**src/rtl/aux_serial_master_rx.sv**
```systemverilog
module aux_serial_master_rx #(
  parameter int WORD_MAX = 24,
  parameter int WORD_MIN = 16,
  parameter int DIV      = 4,
  parameter int HALF     = 32
) (
  input  logic                              clk_ref,
  input  logic                              rst_n,
  input  logic                              fmt_i2s,
  input  logic                              force_lj,
  input  logic [$clog2(WORD_MAX+1)-1:0]     depth_sel,
  input  logic                              sdin,
  output logic                              bclk,
  output logic                              wclk,
  output logic [WORD_MAX-1:0]               left_word,
  output logic [WORD_MAX-1:0]               right_word,
  output logic                              sample_valid
);
  localparam int DW   = $clog2(DIV);
  localparam int FW   = $clog2(2*HALF);
  localparam int PW   = $clog2(HALF);
  localparam int DEPW = $clog2(WORD_MAX+1);
  localparam int IW   = $clog2(WORD_MAX);

  logic [DW-1:0]       div_q;
  logic [FW-1:0]       pos_q;
  logic                cfg_i2s_q;
  logic [DEPW-1:0]     cfg_depth_q;
  logic [WORD_MAX-1:0] acc_q, acc_next, left_hold_q, left_q, right_q;
  logic                valid_q;

  logic            tick_rise, tick_fall, half;
  logic [PW-1:0]   slot, bit_ofs;
  logic [IW-1:0]   wr_idx;
  logic            in_word;
  logic [DEPW-1:0] depth_eff;

  assign tick_rise = (div_q == DW'(DIV/2 - 1));
  assign tick_fall = (div_q == DW'(DIV - 1));
  assign half      = pos_q[FW-1];
  assign slot      = pos_q[PW-1:0];
  assign bit_ofs   = slot - PW'(cfg_i2s_q);
  assign wr_idx    = IW'(WORD_MAX - 1) - IW'(bit_ofs);
  assign in_word   = int'(bit_ofs) < int'(cfg_depth_q);

  assign depth_eff = (depth_sel < DEPW'(WORD_MIN)) ? DEPW'(WORD_MIN) :
                     (depth_sel > DEPW'(WORD_MAX)) ? DEPW'(WORD_MAX) : depth_sel;

  assign bclk         = (div_q >= DW'(DIV/2));
  assign wclk         = cfg_i2s_q ? half : ~half;
  assign left_word    = left_q;
  assign right_word   = right_q;
  assign sample_valid = valid_q;

  always_comb begin
    acc_next = (slot == '0) ? '0 : acc_q;
    if (in_word) acc_next[wr_idx] = sdin;
  end

  always_ff @(posedge clk_ref or negedge rst_n) begin
    if (!rst_n) begin
      div_q       <= '0;
      pos_q       <= '0;
      cfg_i2s_q   <= 1'b0;
      cfg_depth_q <= DEPW'(WORD_MAX);
      acc_q       <= '0;
      left_hold_q <= '0;
      left_q      <= '0;
      right_q     <= '0;
      valid_q     <= 1'b0;
    end else begin
      valid_q <= 1'b0;
      div_q   <= tick_fall ? '0 : div_q + 1'b1;
      if (tick_rise) begin
        acc_q <= acc_next;
        if (slot == PW'(HALF - 1)) begin
          if (!half) begin
            left_hold_q <= acc_next;
          end else begin
            left_q  <= left_hold_q;
            right_q <= acc_next;
            valid_q <= 1'b1;
          end
        end
      end
      if (tick_fall) begin
        pos_q <= pos_q + 1'b1;
        if (&pos_q) begin
          cfg_i2s_q   <= fmt_i2s & ~force_lj;
          cfg_depth_q <= depth_eff;
        end
      end
    end
  end

  p_bclk_high_r1: assert property (@(posedge clk_ref) disable iff (!rst_n)
    $rose(bclk) |=> bclk);
  p_bclk_low_r1: assert property (@(posedge clk_ref) disable iff (!rst_n)
    $fell(bclk) |=> !bclk);
  p_wclk_on_fall_r2: assert property (@(posedge clk_ref) disable iff (!rst_n)
    !$stable(wclk) |-> $fell(bclk));
  p_valid_pulse_r8: assert property (@(posedge clk_ref) disable iff (!rst_n)
    sample_valid |=> !sample_valid);
  p_words_hold_r8: assert property (@(posedge clk_ref) disable iff (!rst_n)
    !sample_valid |-> ($stable(left_word) && $stable(right_word)));
  p_valid_in_high_bclk_r8: assert property (@(posedge clk_ref) disable iff (!rst_n)
    sample_valid |-> bclk);
  p_lsb_zero_r7: assert property (@(posedge clk_ref) disable iff (!rst_n)
    sample_valid |-> (WORD_MAX'(right_word << cfg_depth_q) == '0 &&
                      WORD_MAX'(left_word << cfg_depth_q) == '0));
endmodule

```
**config.mk**
```make
export PLATFORM = sky130hd
export DESIGN_NAME = aux_serial_master_rx
export DESIGN_NICKNAME = d
export VERILOG_FILES = /design/src/rtl/aux_serial_master_rx.sv
export SDC_FILE = /design/constraint.sdc
export NUM_CORES = 1
export LEC_CHECK = 0
export ABC_AREA = 1
export BUFFER_PORTS_ARGS = -buffer_cell sky130_fd_sc_hd__buf_2
export CORE_ASPECT_RATIO = 0.8
export CORE_MARGIN = 10
export CORE_UTILIZATION = 30
export CTS_CLUSTER_SIZE = 20
export DETAILED_ROUTE_END_ITERATION = 10
export PLACE_DENSITY_LB_ADDON = 0.3
export SETUP_SLACK_MARGIN = 0.15
export SLEW_MARGIN = 20
export SYNTH_ARGS = -nofsm -noshare
export SYNTH_HDL_FRONTEND = slang
export SYNTH_SLANG_ARGS = --single-unit
```
**constraint.sdc**
```tcl
create_clock -name clk_ref -period 8.5 [get_ports clk_ref]
set_input_delay 1.7 -clock clk_ref [delete_from_list [all_inputs] [get_ports clk_ref]]
set_output_delay 1.7 -clock clk_ref [all_outputs]
set_load 0.005 [all_outputs]
```
# == Yosys cells after proc, flatten, opt, wreduce, memory -nomap -nowiden ==
# Cells that the tools add are included.
# classes
addsub,4
order_cmp,6
eq_ne,3
mux,12
bitwise_logic,3
n_reduce_logical,5
# ops
operator,n
$mux W24,2
$bwmux W24,1
$mux W5,2
$reduce_and A7 Y1,1
$add A6 B1 Y6 const B,1
$lt A5 B6 Y1 const B,1
$reduce_and A3 Y1,2
$demux W1 S5,1
$eq A5 B5 Y1 const B,1
$ge A5 B1 Y1 const B,1
$gt A5 B5 Y1 const B,1
$logic_not A5 Y1,1
$lt A5 B5 Y1,1
$lt A5 B5 Y1 const B,1
$mux W1,5
$sub A5 B1 Y5,1
$sub A5 B5 Y5 const A,1
$add A2 B1 Y2 const B,1
$eq A2 B1 Y1 const B,1
$eq A2 B2 Y1 const B,1
$ge A2 B2 Y1 const B,1
$mux W2,1
$not A1 Y1,2
$and A1 B1 Y1,1
$logic_and A1 B1 Y1,1
# word_totals
ff_bits,111

# == Logic depth before layout (Yosys ltp) ==
# Gate-level depths: netlist of the first run.
# depth
depth_word,8
mapped_depth,16
depth_no_buf,15

# == Worst setup path before layout of the first run ==
# Ideal clock, no wire load.
# synth_path
path_kind,register to register
from,reg pos_q[0]
to,reg left_hold_q[10]
setup_time_ns,0.066
arrival_time_ns,2.606
t_required_ns,8.434
slack_ns,5.828
stages_incl_launch_ff,16
cell_sequence,dfrtp_1 -> inv_1 -> ha_1 -> ha_1 -> xnor2_2 -> inv_2 -> buf_2 -> ha_1 -> a21oi_1 -> nand2_2 -> a21oi_4 -> buf_6 -> nand2_2 -> nand2_2 -> nand2_1 -> nand2_1
# synth_via
elab_chain_len,8
# synth_rtl
element,line,source
"start, declared",26,logic [FW-1:0] pos_q;
"start signal, assigned",87,pos_q <= pos_q + 1'b1;
$sub A5 B1 Y5,42,assign bit_ofs = slot - PW'(cfg_i2s_q);
$sub A5 B5 Y5,43,assign wr_idx = IW'(WORD_MAX - 1) - IW'(bit_ofs);
$lt A5 B6 Y1 (not written as such) or $ge A5 B1 Y1 (tied branches),57,if (in_word) acc_next[wr_idx] = sdin;
$logic_and A1 B1 Y1 (not written as such),57,
$mux W1 (not written as such),57,
$demux W1 S5,57,
$bwmux W24,57,
$mux W24,57,
"end signal, assigned",78,left_hold_q <= acc_next;
"end, declared",29,"logic [WORD_MAX-1:0] acc_q, acc_next, left_hold_q, left_q, right_q;"
# Several ways; a longest one is shown, not always the timed one.
# A chain may end at the register's enable or synchronous reset.

# == Final worst setup path of the first run ==
# layout_path
from,reg pos_q[0]
to,"reg right_q[23], in the netlist right_word[23]"
# layout_via
elab_chain_len,8
# layout_rtl
element,line,source
$sub A5 B1 Y5,42,
$sub A5 B5 Y5,43,
$lt A5 B6 Y1 (not written as such) or $ge A5 B1 Y1 (tied branches),57,
$logic_and A1 B1 Y1 (not written as such),57,
$mux W1 (not written as such),57,
$demux W1 S5,57,
$bwmux W24,57,
$mux W24,57,
"end signal, assigned",81,right_q <= acc_next;
"end, declared",29,
# Several ways; a longest one is shown, not always the timed one.

==> impl_metrics.yaml, run 1 <==
global_routing:
  grt_pass1_vias: 4646
  overflow: 0
  grt_max_degree: 72
  grt_first_pass_wirelength_mm: 24.41
  grtUsageTotal_pct: 11.67
  antenna_found_initial: 0
synthesis:
  yosysWarnings: 0
  yosysTopAreaCell: "dfrtp_1"
  syn_nets: 784
  synthTopCellsByArea: "dfrtp_1, nand2_1, nand4_1"
  yosys-top-cells-count: "nand2_1, dfrtp_1, nand4_1"
  synth_top_cell_area_share_pct: 47.23
  netlist_area_sq_um: 5776
  synth_cells: 764
  synth.most_common_cell: "nand2_1"
  synth_ff_type: "dfrtp_1"
  async_flop_share_pct: 100.0
  synth-seq-cells: 111
  seq_area_frac_synth_pct: 48.14
  synth_edf_count: 0
  syn_avg_cell_area_sq_um: 7.560
  ys_types: 30
clocking:
  cts_tree: "done"
  clock_sinks: 111
  clock-root-buffer: "clkbuf_16"
  ctsResizeCount: 0
  clockBufferDepth: 2
  holdBufCountCts: 0
  clk_transition_reported_paths_ps: 70
  htreeDepth: 3
  numCtsBuffers: 9
  insertion_delay_ps: 360
  cts_setup_buffers: 0
timing:
  relSlewSlack_pct: 28.95
  clock.fmax_mhz: 244.3
  whs_ps: 467.3
  worst_pin_slew_ps: 1061
  fin_crit_sh_pct: 48.15
  setup_tns_ps: 0
  layout_setup_ws_ps: 4408
  finClkSkew_ps: 10.97
  hold_viol_final: 0
  setup_viol: 0
  rsz0062_at_grt: "no"
  fin_crit_ps: 4093
  drv_slew: 0
placed_design:
  place_inst: 1046
  dp_worst_setup_slack_ps: 4390
  portBuffers: 60
  place.gp.congestion: 0.7870
  dp_hpwl_mm: 9.591
routing:
  route.vias.total: 4729
  drt-initial-drc-count: 395
  drt-pass1-iter-count: 5
  post_drt_wl_per_cell_um: 13.31
  ant_nets: 0
  drt_wl_total_mm: 14.12
  drc: 0
  viasPerCell: 4.457
power:
  power.density_nw_per_um2: 151.3
  p_leak_nw: 3.321
  irDropWorstVdd_v: 0.00009076
die:
  io_pins: 61
  die_y_um: 144.1
  start_util_pct: 30.53
  die_w_um: 175.1
  num_rows: 45
  dieArea_sq_um: 25240
  core_region_area_sq_um: 18920
worst_setup_path:
  crit_buf_inv: 2
  path_delay_family: "adder cells"
  cp-start-kind: "register"
  critPathSlowestCell: "xnor2_2"
  arrival_ps: 4380
  critical_path_class: "reg -> reg"
  path_max_fanout: 25
  cpPeakStageDelay_ps: 860
  cp_cell_sequence: "inv_1, ha_1, ha_1, xnor2_2, inv_2, ha_1, a21oi_1, nand2_2, a21oi_4, nand2_1, nand2_1, nand2_1, nand2_1"
  end_kind: "register"
  regToRegStartpoint: "pos_q[0]"
  crit_path_frequent_cell: "nand2_1"
  required_ps: 8790
  worstSetupStartpoint: "pos_q[0]"
final_layout:
  multi_input_area_sq_um: 2619
  area_growth_pct: 13.17
  antenna-diode-count: 0
  fillers: 2077
  stdcell_count: 1061
  layout-drive-gt1-share_pct: 18.43
  register_area_sq_um: 2780
  nNetsFinal: 819
hold_path:
  hold_start: "left_word[21]"
  hold_path.class: "reg -> reg"
status:
  status: "finished clean"
job:
  max_cap_viol_count: 0
worst paths after layout:
kind,depth (start not counted),endpoint,slack (ps)
max,13,right_word[23],4410
min,2,left_word[21],470
max reg2reg,13,right_word[23],4410
min reg2reg,2,left_word[21],470
max in group asynchronous,2,acc_q[22],5890
min in group asynchronous,1,left_word[5],1320
layout make-up:
class,count,share of cell area [%]
Clock buffer,9,3.446
Clock inverter,6,1.053
Inverter,50,2.871
Multi-Input combinational cell,563,40.07
Sequential cell,111,42.53
Tap cell,258,4.939
Timing Repair Buffer,64,5.092
per-stage QoR:
stage                     area, sq um  util, %  total power (W)
after global routing             6536    34.55         0.001026
final                            6536    34.55        0.0009886
after CTS                        6531    34.52         0.001002
after global placement           6237    32.97        0.0005718
after detailed placement         6237    32.97        0.0005719
after floorplan                  5776        -        0.0005555
cells by family (layout without fill, tap and decap cells):
kind of cell	count (synthesis)	count (layout)	share of synthesized area (%)
simple gates	539	539	40.94
flops	111	111	48.14
buf+inv	90	129	6.759
fa+ha+maj	10	10	2.166
compound gates	8	8	0.9532
xor+xnor	6	6	1.040
sequential cells by signal, summed over array words and instances (netlist names):
signal	count
left_hold_q	24
div_q	2
sample_valid	1
cfg_i2s_q	1
acc_q	24
right_word	24
left_word	24
pos_q	6
cfg_depth_q	5
layout by cell type, fill, tap and decap left out, drive strengths merged:
master,count
o21ai,3
nand4,48
buf,64
dfstp,2
nand3,7
or2,2
ha,10
xor2,4
xnor2,2
nor2,36
nor4,1
o22ai,3
a21oi,2
nand2,441
clkinvlp,1
clkbuf,9
nor3,3
inv,52
clkinv,2
nand3b,1
bufinv,1
dfrtp,109
power breakdown:
group          switching, W   total, W  internal (W)
Sequential       0.00000149   0.000532      0.000530
Clock              0.000199   0.000428      0.000229
Combinational     0.0000214  0.0000285    0.00000710
Total              0.000222   0.000989      0.000767
worst min-delay path, delay by kind of cell (launching register included):
family           cells  cell delay [ps]
flip-flops           1              340
AND/OR/NAND/NOR      2              100
routing by layer:
| metal | up-vias | track usage (%) | wire (um) | share of wire (%) |
|---|---|---|---|---|
| li1 | 2423 | - | - | - |
| met2 | 77 | 18.26 | 6170 | 44 |
| met3 | 9 | 2.840 | 579 | 4.1 |
| met5 | - | 0 | 0 | 0 |
| met1 | 2220 | 16.05 | 7252 | 51 |
| met4 | 0 | 2.360 | 119 | 0.84 |
(Power assumes the default switching activity.)
==> inputs of run 2 (changes only) <==
==> constraint.sdc (replaced) <==
create_clock -name clk_ref -period 3.36 [get_ports clk_ref]
set_input_delay 0.672 -clock clk_ref [delete_from_list [all_inputs] [get_ports clk_ref]]
set_output_delay 0.672 -clock clk_ref [all_outputs]
set_load 0.005 [all_outputs]
==> impl_metrics.yaml, run 2 (same netlist as run 1, synthesis figures left out) <==
status:
  status: "finished clean"
final_layout:
  register_area_sq_um: 2780
  layout-drive-gt1-share_pct: 19.09
  layout_commonest_cell: "nand2_1"
  nNetsFinal: 827
  final_cell_mix: "nand2_1, dfrtp_1, buf_2"
  antenna-diode-count: 0
  multi_input_area_sq_um: 2611
  area_growth_pct: 14.51
  finalInstanceArea_sq_um: 6614
  fillers: 2034
routing:
  drt-pass1-iter-count: 4
  wl_met1_mm: 7.496
  met2WireLength_mm: 6.578
  drt-initial-drc-count: 367
  viasPerCell: 4.480
  drt_wl_total_mm: 14.91
  drc: 0
  post_drt_wl_per_cell_um: 13.94
  route.vias.total: 4794
  ant_nets: 0
  wl_met3_um: 700
  dr.max_layer_used: "met4"
clocking:
  clock-root-buffer: "clkbuf_16"
  numCtsBuffers: 9
  clock_sinks: 111
  holdBufCountCts: 0
  htreeDepth: 3
  cts_tree: "done"
  cts_setup_buffers: 0
  clockBufferDepth: 2
  insertion_delay_ps: 360
  ctsResizeCount: 0
  clk_transition_reported_paths_ps: 80
die:
  io_pins: 61
  die_w_um: 175.1
  core_region_area_sq_um: 18920
  dieArea_sq_um: 25240
  num_rows: 45
  start_util_pct: 30.53
  die_y_um: 144.1
worst_setup_path:
  required_ps: 3670
  cpPeakStageDelay_ps: 420
  critPathSlowestCell: "dfrtp_1"
  path_max_fanout: 13
  r2r_slack_ps: 770
  crit_path_frequent_cell: "nand2_1"
  worstSetupStartpoint: "pos_q[0]"
  end_kind: "register"
  cp_cell_sequence: "inv_1, ha_1, ha_1, xnor2_2, inv_2, ha_1, a21oi_1, nand2_2, a21oi_4, buf_4, nand2_1, nand2_1, nand2_1, nand2_1"
  arrival_ps: 2890
  reg2reg_to: "right_word[1]"
  r2r_cells: 14
  cp-start-kind: "register"
  regToRegStartpoint: "pos_q[0]"
  critical_path_class: "reg -> reg"
  worstSetupEndpoint: "right_word[1]"
timing:
  drv_slew: 0
  fin_crit_ps: 2586
  rsz0062_at_grt: "no"
  clock.fmax_mhz: 386.8
  fin_crit_sh_pct: 76.95
  relSlewSlack_pct: 34.51
  finClkSkew_ps: 10.41
  setup_viol: 0
  whs_ps: 265.6
  hold_viol_final: 0
  layout_setup_ws_ps: 774.4
  worst_pin_slew_ps: 981.3
  setup_tns_ps: 0
global_routing:
  grt_first_pass_wirelength_mm: 25.54
  grt_max_degree: 76
  antenna_found_initial: 0
  grt_pass1_vias: 4794
  grtUsageTotal_pct: 12.36
  overflow: 0
job:
  max_cap_viol_count: 0
power:
  power.density_nw_per_um2: 384.5
  irDropWorstVdd_v: 0.0002245
  p_leak_nw: 3.367
placed_design:
  dp_hpwl_mm: 9.910
  place_area_sq_um: 6307
  portBuffers: 60
  place.gp.congestion: 0.8063
  dp_worst_setup_slack_ps: 780.7
hold_path:
  hold_path.class: "in -> async"
==> run 2: changes by cell type in the layout (fill, tap and decap cells not counted) <==
cell	before	now
buf_12	0	1
clkbuf_1	0	1
inv_6	2	1
clkinv_2	1	0
inv_8	0	2
buf_4	5	12
nor2_4	7	6
nor2_1	29	30
==> run 2: routing by layer <==
layer | track usage, % | vias up
li1 | - | 2442
met1 | 16.93 | 2258
met2 | 19.59 | 84
met3 | 2.658 | 10
met4 | 2.760 | 0
met5 | 0 | -
==> run 2: power breakdown <==
group          internal (W)  switching (W)
combinational     0.0000198      0.0000556
sequential          0.00134     0.00000375
clock              0.000594       0.000528
total               0.00196       0.000588
==> run 2: worst min-delay path by stage <==
stage               depth (start not counted)            end     startpoint  slack (ps)
finish                                      1  right_word[1]          rst_n         270
global route                                1  right_word[1]          rst_n         300
CTS                                         1  right_word[1]          rst_n         290
detailed placement                          2  left_word[11]  left_word[11]         450
global placement                            2  left_word[15]  left_word[15]         450
floorplan                                   0       acc_q[0]          rst_n         380
==> run 2: final cells by class <==
class	instances	area share, %
flip-flops and latches	111	42.04
multi-input cells	563	39.48
repair buffers	72	6.129
well taps	258	4.881
clock buffers	10	3.462
inverters	50	2.838
clock inverters	6	1.173
==> run 2: per-stage QoR <==
| stage | total power [W] | util [%] | instances |
|---|---|---|---|
| detailed placement | 0.001450 | 33.34 | 1054 |
| global route | 0.002641 | 34.96 | 1070 |
| floorplan | 0.001405 | - | 764 |
| finish | 0.002543 | 34.96 | 1070 |
| CTS | 0.002575 | 34.96 | 1070 |
| global placement | 0.001449 | 33.34 | 1054 |
==> run 2: worst max-delay path: cells and delay by family, from the launching register on <==
kind	cells	cell delay [ps]
buffers and inverters	3	380
adders and majority gates	3	780
DFF	1	420
and+or+nand+nor	5	420
xor gates and xnor gates	1	200
AOI/OAI and AO/OA	2	310
==> inputs of run 3 (changes only) <==
==> constraint.sdc (replaced) <==
create_clock -name clk_ref -period 2.4 [get_ports clk_ref]
set_input_delay 0.48 -clock clk_ref [delete_from_list [all_inputs] [get_ports clk_ref]]
set_output_delay 0.48 -clock clk_ref [all_outputs]
set_load 0.005 [all_outputs]
==> impl_metrics.yaml, run 3 (same netlist as run 1, synthesis figures left out) <==
die:
  die_w_um: 175.1
  io_pins: 61
  num_rows: 45
  core_region_area_sq_um: 18920
  dieArea_sq_um: 25240
  die_y_um: 144.1
  start_util_pct: 30.53
worst_setup_path:
  critPathSlowestCell: "dfrtp_1"
  required_ps: 2700
  critical_path_class: "reg -> reg"
  arrival_ps: 2600
  crit_path_frequent_cell: "nand2_2"
  path_max_fanout: 6
  cp_cell_sequence: "ha_4, ha_4, inv_4, ha_4, nand2_2, nand2_2, a21oi_2, nand2_2, a21oi_4, buf_12, buf_8, buf_16, nand2_4, nand2_4, nand2_2, nand2_1"
  cp-start-kind: "register"
  cpPeakStageDelay_ps: 420
  end_kind: "register"
job:
  max_cap_viol_count: 0
clocking:
  clockBufferDepth: 2
  cts_tree: "done"
  clock-root-buffer: "clkbuf_16"
  htreeDepth: 3
  insertion_delay_ps: 360
  numCtsBuffers: 9
  clk_transition_reported_paths_ps: 70
  holdBufCountCts: 0
  clock_sinks: 111
status:
  status: "finished clean"
final_layout:
  area_growth_pct: 26.65
  nNetsFinal: 850
  layout-drive-gt1-share_pct: 28.98
  final_cell_mix: "nand2_1, dfrtp_1, nand2_2"
  finalInstanceArea_sq_um: 7315
  layout_commonest_cell: "nand2_1"
  antenna-diode-count: 0
routing:
  route.vias.total: 4902
  drt_wl_total_mm: 15.70
  drt-pass1-iter-count: 5
  post_drt_wl_per_cell_um: 14.37
  viasPerCell: 4.485
  drt-initial-drc-count: 341
  ant_nets: 0
  drc: 0
timing:
  layout_setup_ws_ps: 104.1
  setup_viol: 0
  worst_pin_slew_ps: 510.7
  clock.fmax_mhz: 435.6
  finClkSkew_ps: 5.691
  hold_viol_final: 0
  fin_crit_ps: 2296
  setup_tns_ps: 0
  fin_crit_sh_pct: 95.66
  rsz0062_at_grt: "yes"
  whs_ps: 77.44
  drv_slew: 0
  relSlewSlack_pct: 65.95
global_routing:
  grt_first_pass_wirelength_mm: 26.33
  grt_pass1_vias: 4925
  overflow: 0
  antenna_found_initial: 0
  grtUsageTotal_pct: 12.72
  grt_max_degree: 50
power:
  p_leak_nw: 3.607
  power.density_nw_per_um2: 475.5
  irDropWorstVdd_v: 0.0003009
placed_design:
  dp_hpwl_mm: 9.903
  portBuffers: 60
  place.gp.congestion: 0.7988
  dp_worst_setup_slack_ps: 90.57
  place_area_sq_um: 6425
hold_path:
  hold_path.class: "in -> async"
## run 3: changes by cell type in the layout (fill, tap and decap cells not counted), moves of 4 or more
| cell | previous run | this run |
|---|---|---|
| buf_12 | 1 | 5 |
| buf_4 | 12 | 24 |
| ha_1 | 10 | 6 |
| ha_4 | 0 | 4 |
| nand2_1 | 394 | 339 |
| nand2_2 | 46 | 62 |
| nand2_4 | 1 | 39 |
## run 3: through the flow
stage	utilization [%]	cells	total power (W)
after floorplan	-	764	0.001969
after global placement	33.96	1059	0.002036
after detailed placement	33.96	1059	0.002036
after CTS	36.77	1087	0.003507
after global routing	38.66	1093	0.003607
final	38.66	1093	0.003478
## run 3: final cells by class
type | instances | area, sq um
Sequential cell | 111 | 2781
Clock inverter | 5 | 41.29
Fill cell | 2008 | 11600
Tap cell | 258 | 322.8
Timing Repair Buffer | 94 | 695.7
Multi-Input combinational cell | 564 | 3038
Inverter | 50 | 192.7
Clock buffer | 11 | 242.7
## run 3: what timing repair did
item	in CTS	in global routing
cloned	3	1
setup endpoints to repair	72	96
endpoints found under the hold margin	0	0
buffers inserted	9	5
gates resized for setup	22	87
pin swaps	12	50
## run 3: report_power, final
group          total (W)  internal, W  switching [W]
logic           0.000134    0.0000428      0.0000917
clock network    0.00146     0.000745       0.000715
registers        0.00188      0.00188     0.00000506
total            0.00348      0.00267       0.000812
## run 3: critical path, delay by kind of cell, from the launching register on
| family | cells | cell delay [ps] |
|---|---|---|
| simple gates | 7 | 460 |
| buf+inv | 4 | 410 |
| flops | 1 | 420 |
| compound gates | 2 | 300 |
| fa+ha+maj | 3 | 650 |
## run 3: worst paths after layout
check | slack, ps | end | start | cells after the start
max reg2reg | 100 | acc_q[9] | cfg_i2s_q | 16
max in group asynchronous | 1690 | left_word[16] | rst_n | 2
min in group clk_ref | 380 | cfg_depth_q[2] | depth_sel[2] | 3
min | 80 | left_hold_q[6] | rst_n | 1
min reg2reg | 470 | left_word[20] | left_word[20] | 2
max | 100 | acc_q[9] | cfg_i2s_q | 16
## run 3: metal layers
metal	vias up	part of all wire, %	GRT usage, %
met4	0	1.0	2.983
met5	-	0	0
met1	2313	49	17.44
li1	2495	-	-
met2	83	45	20.02
met3	11	4.2	2.814
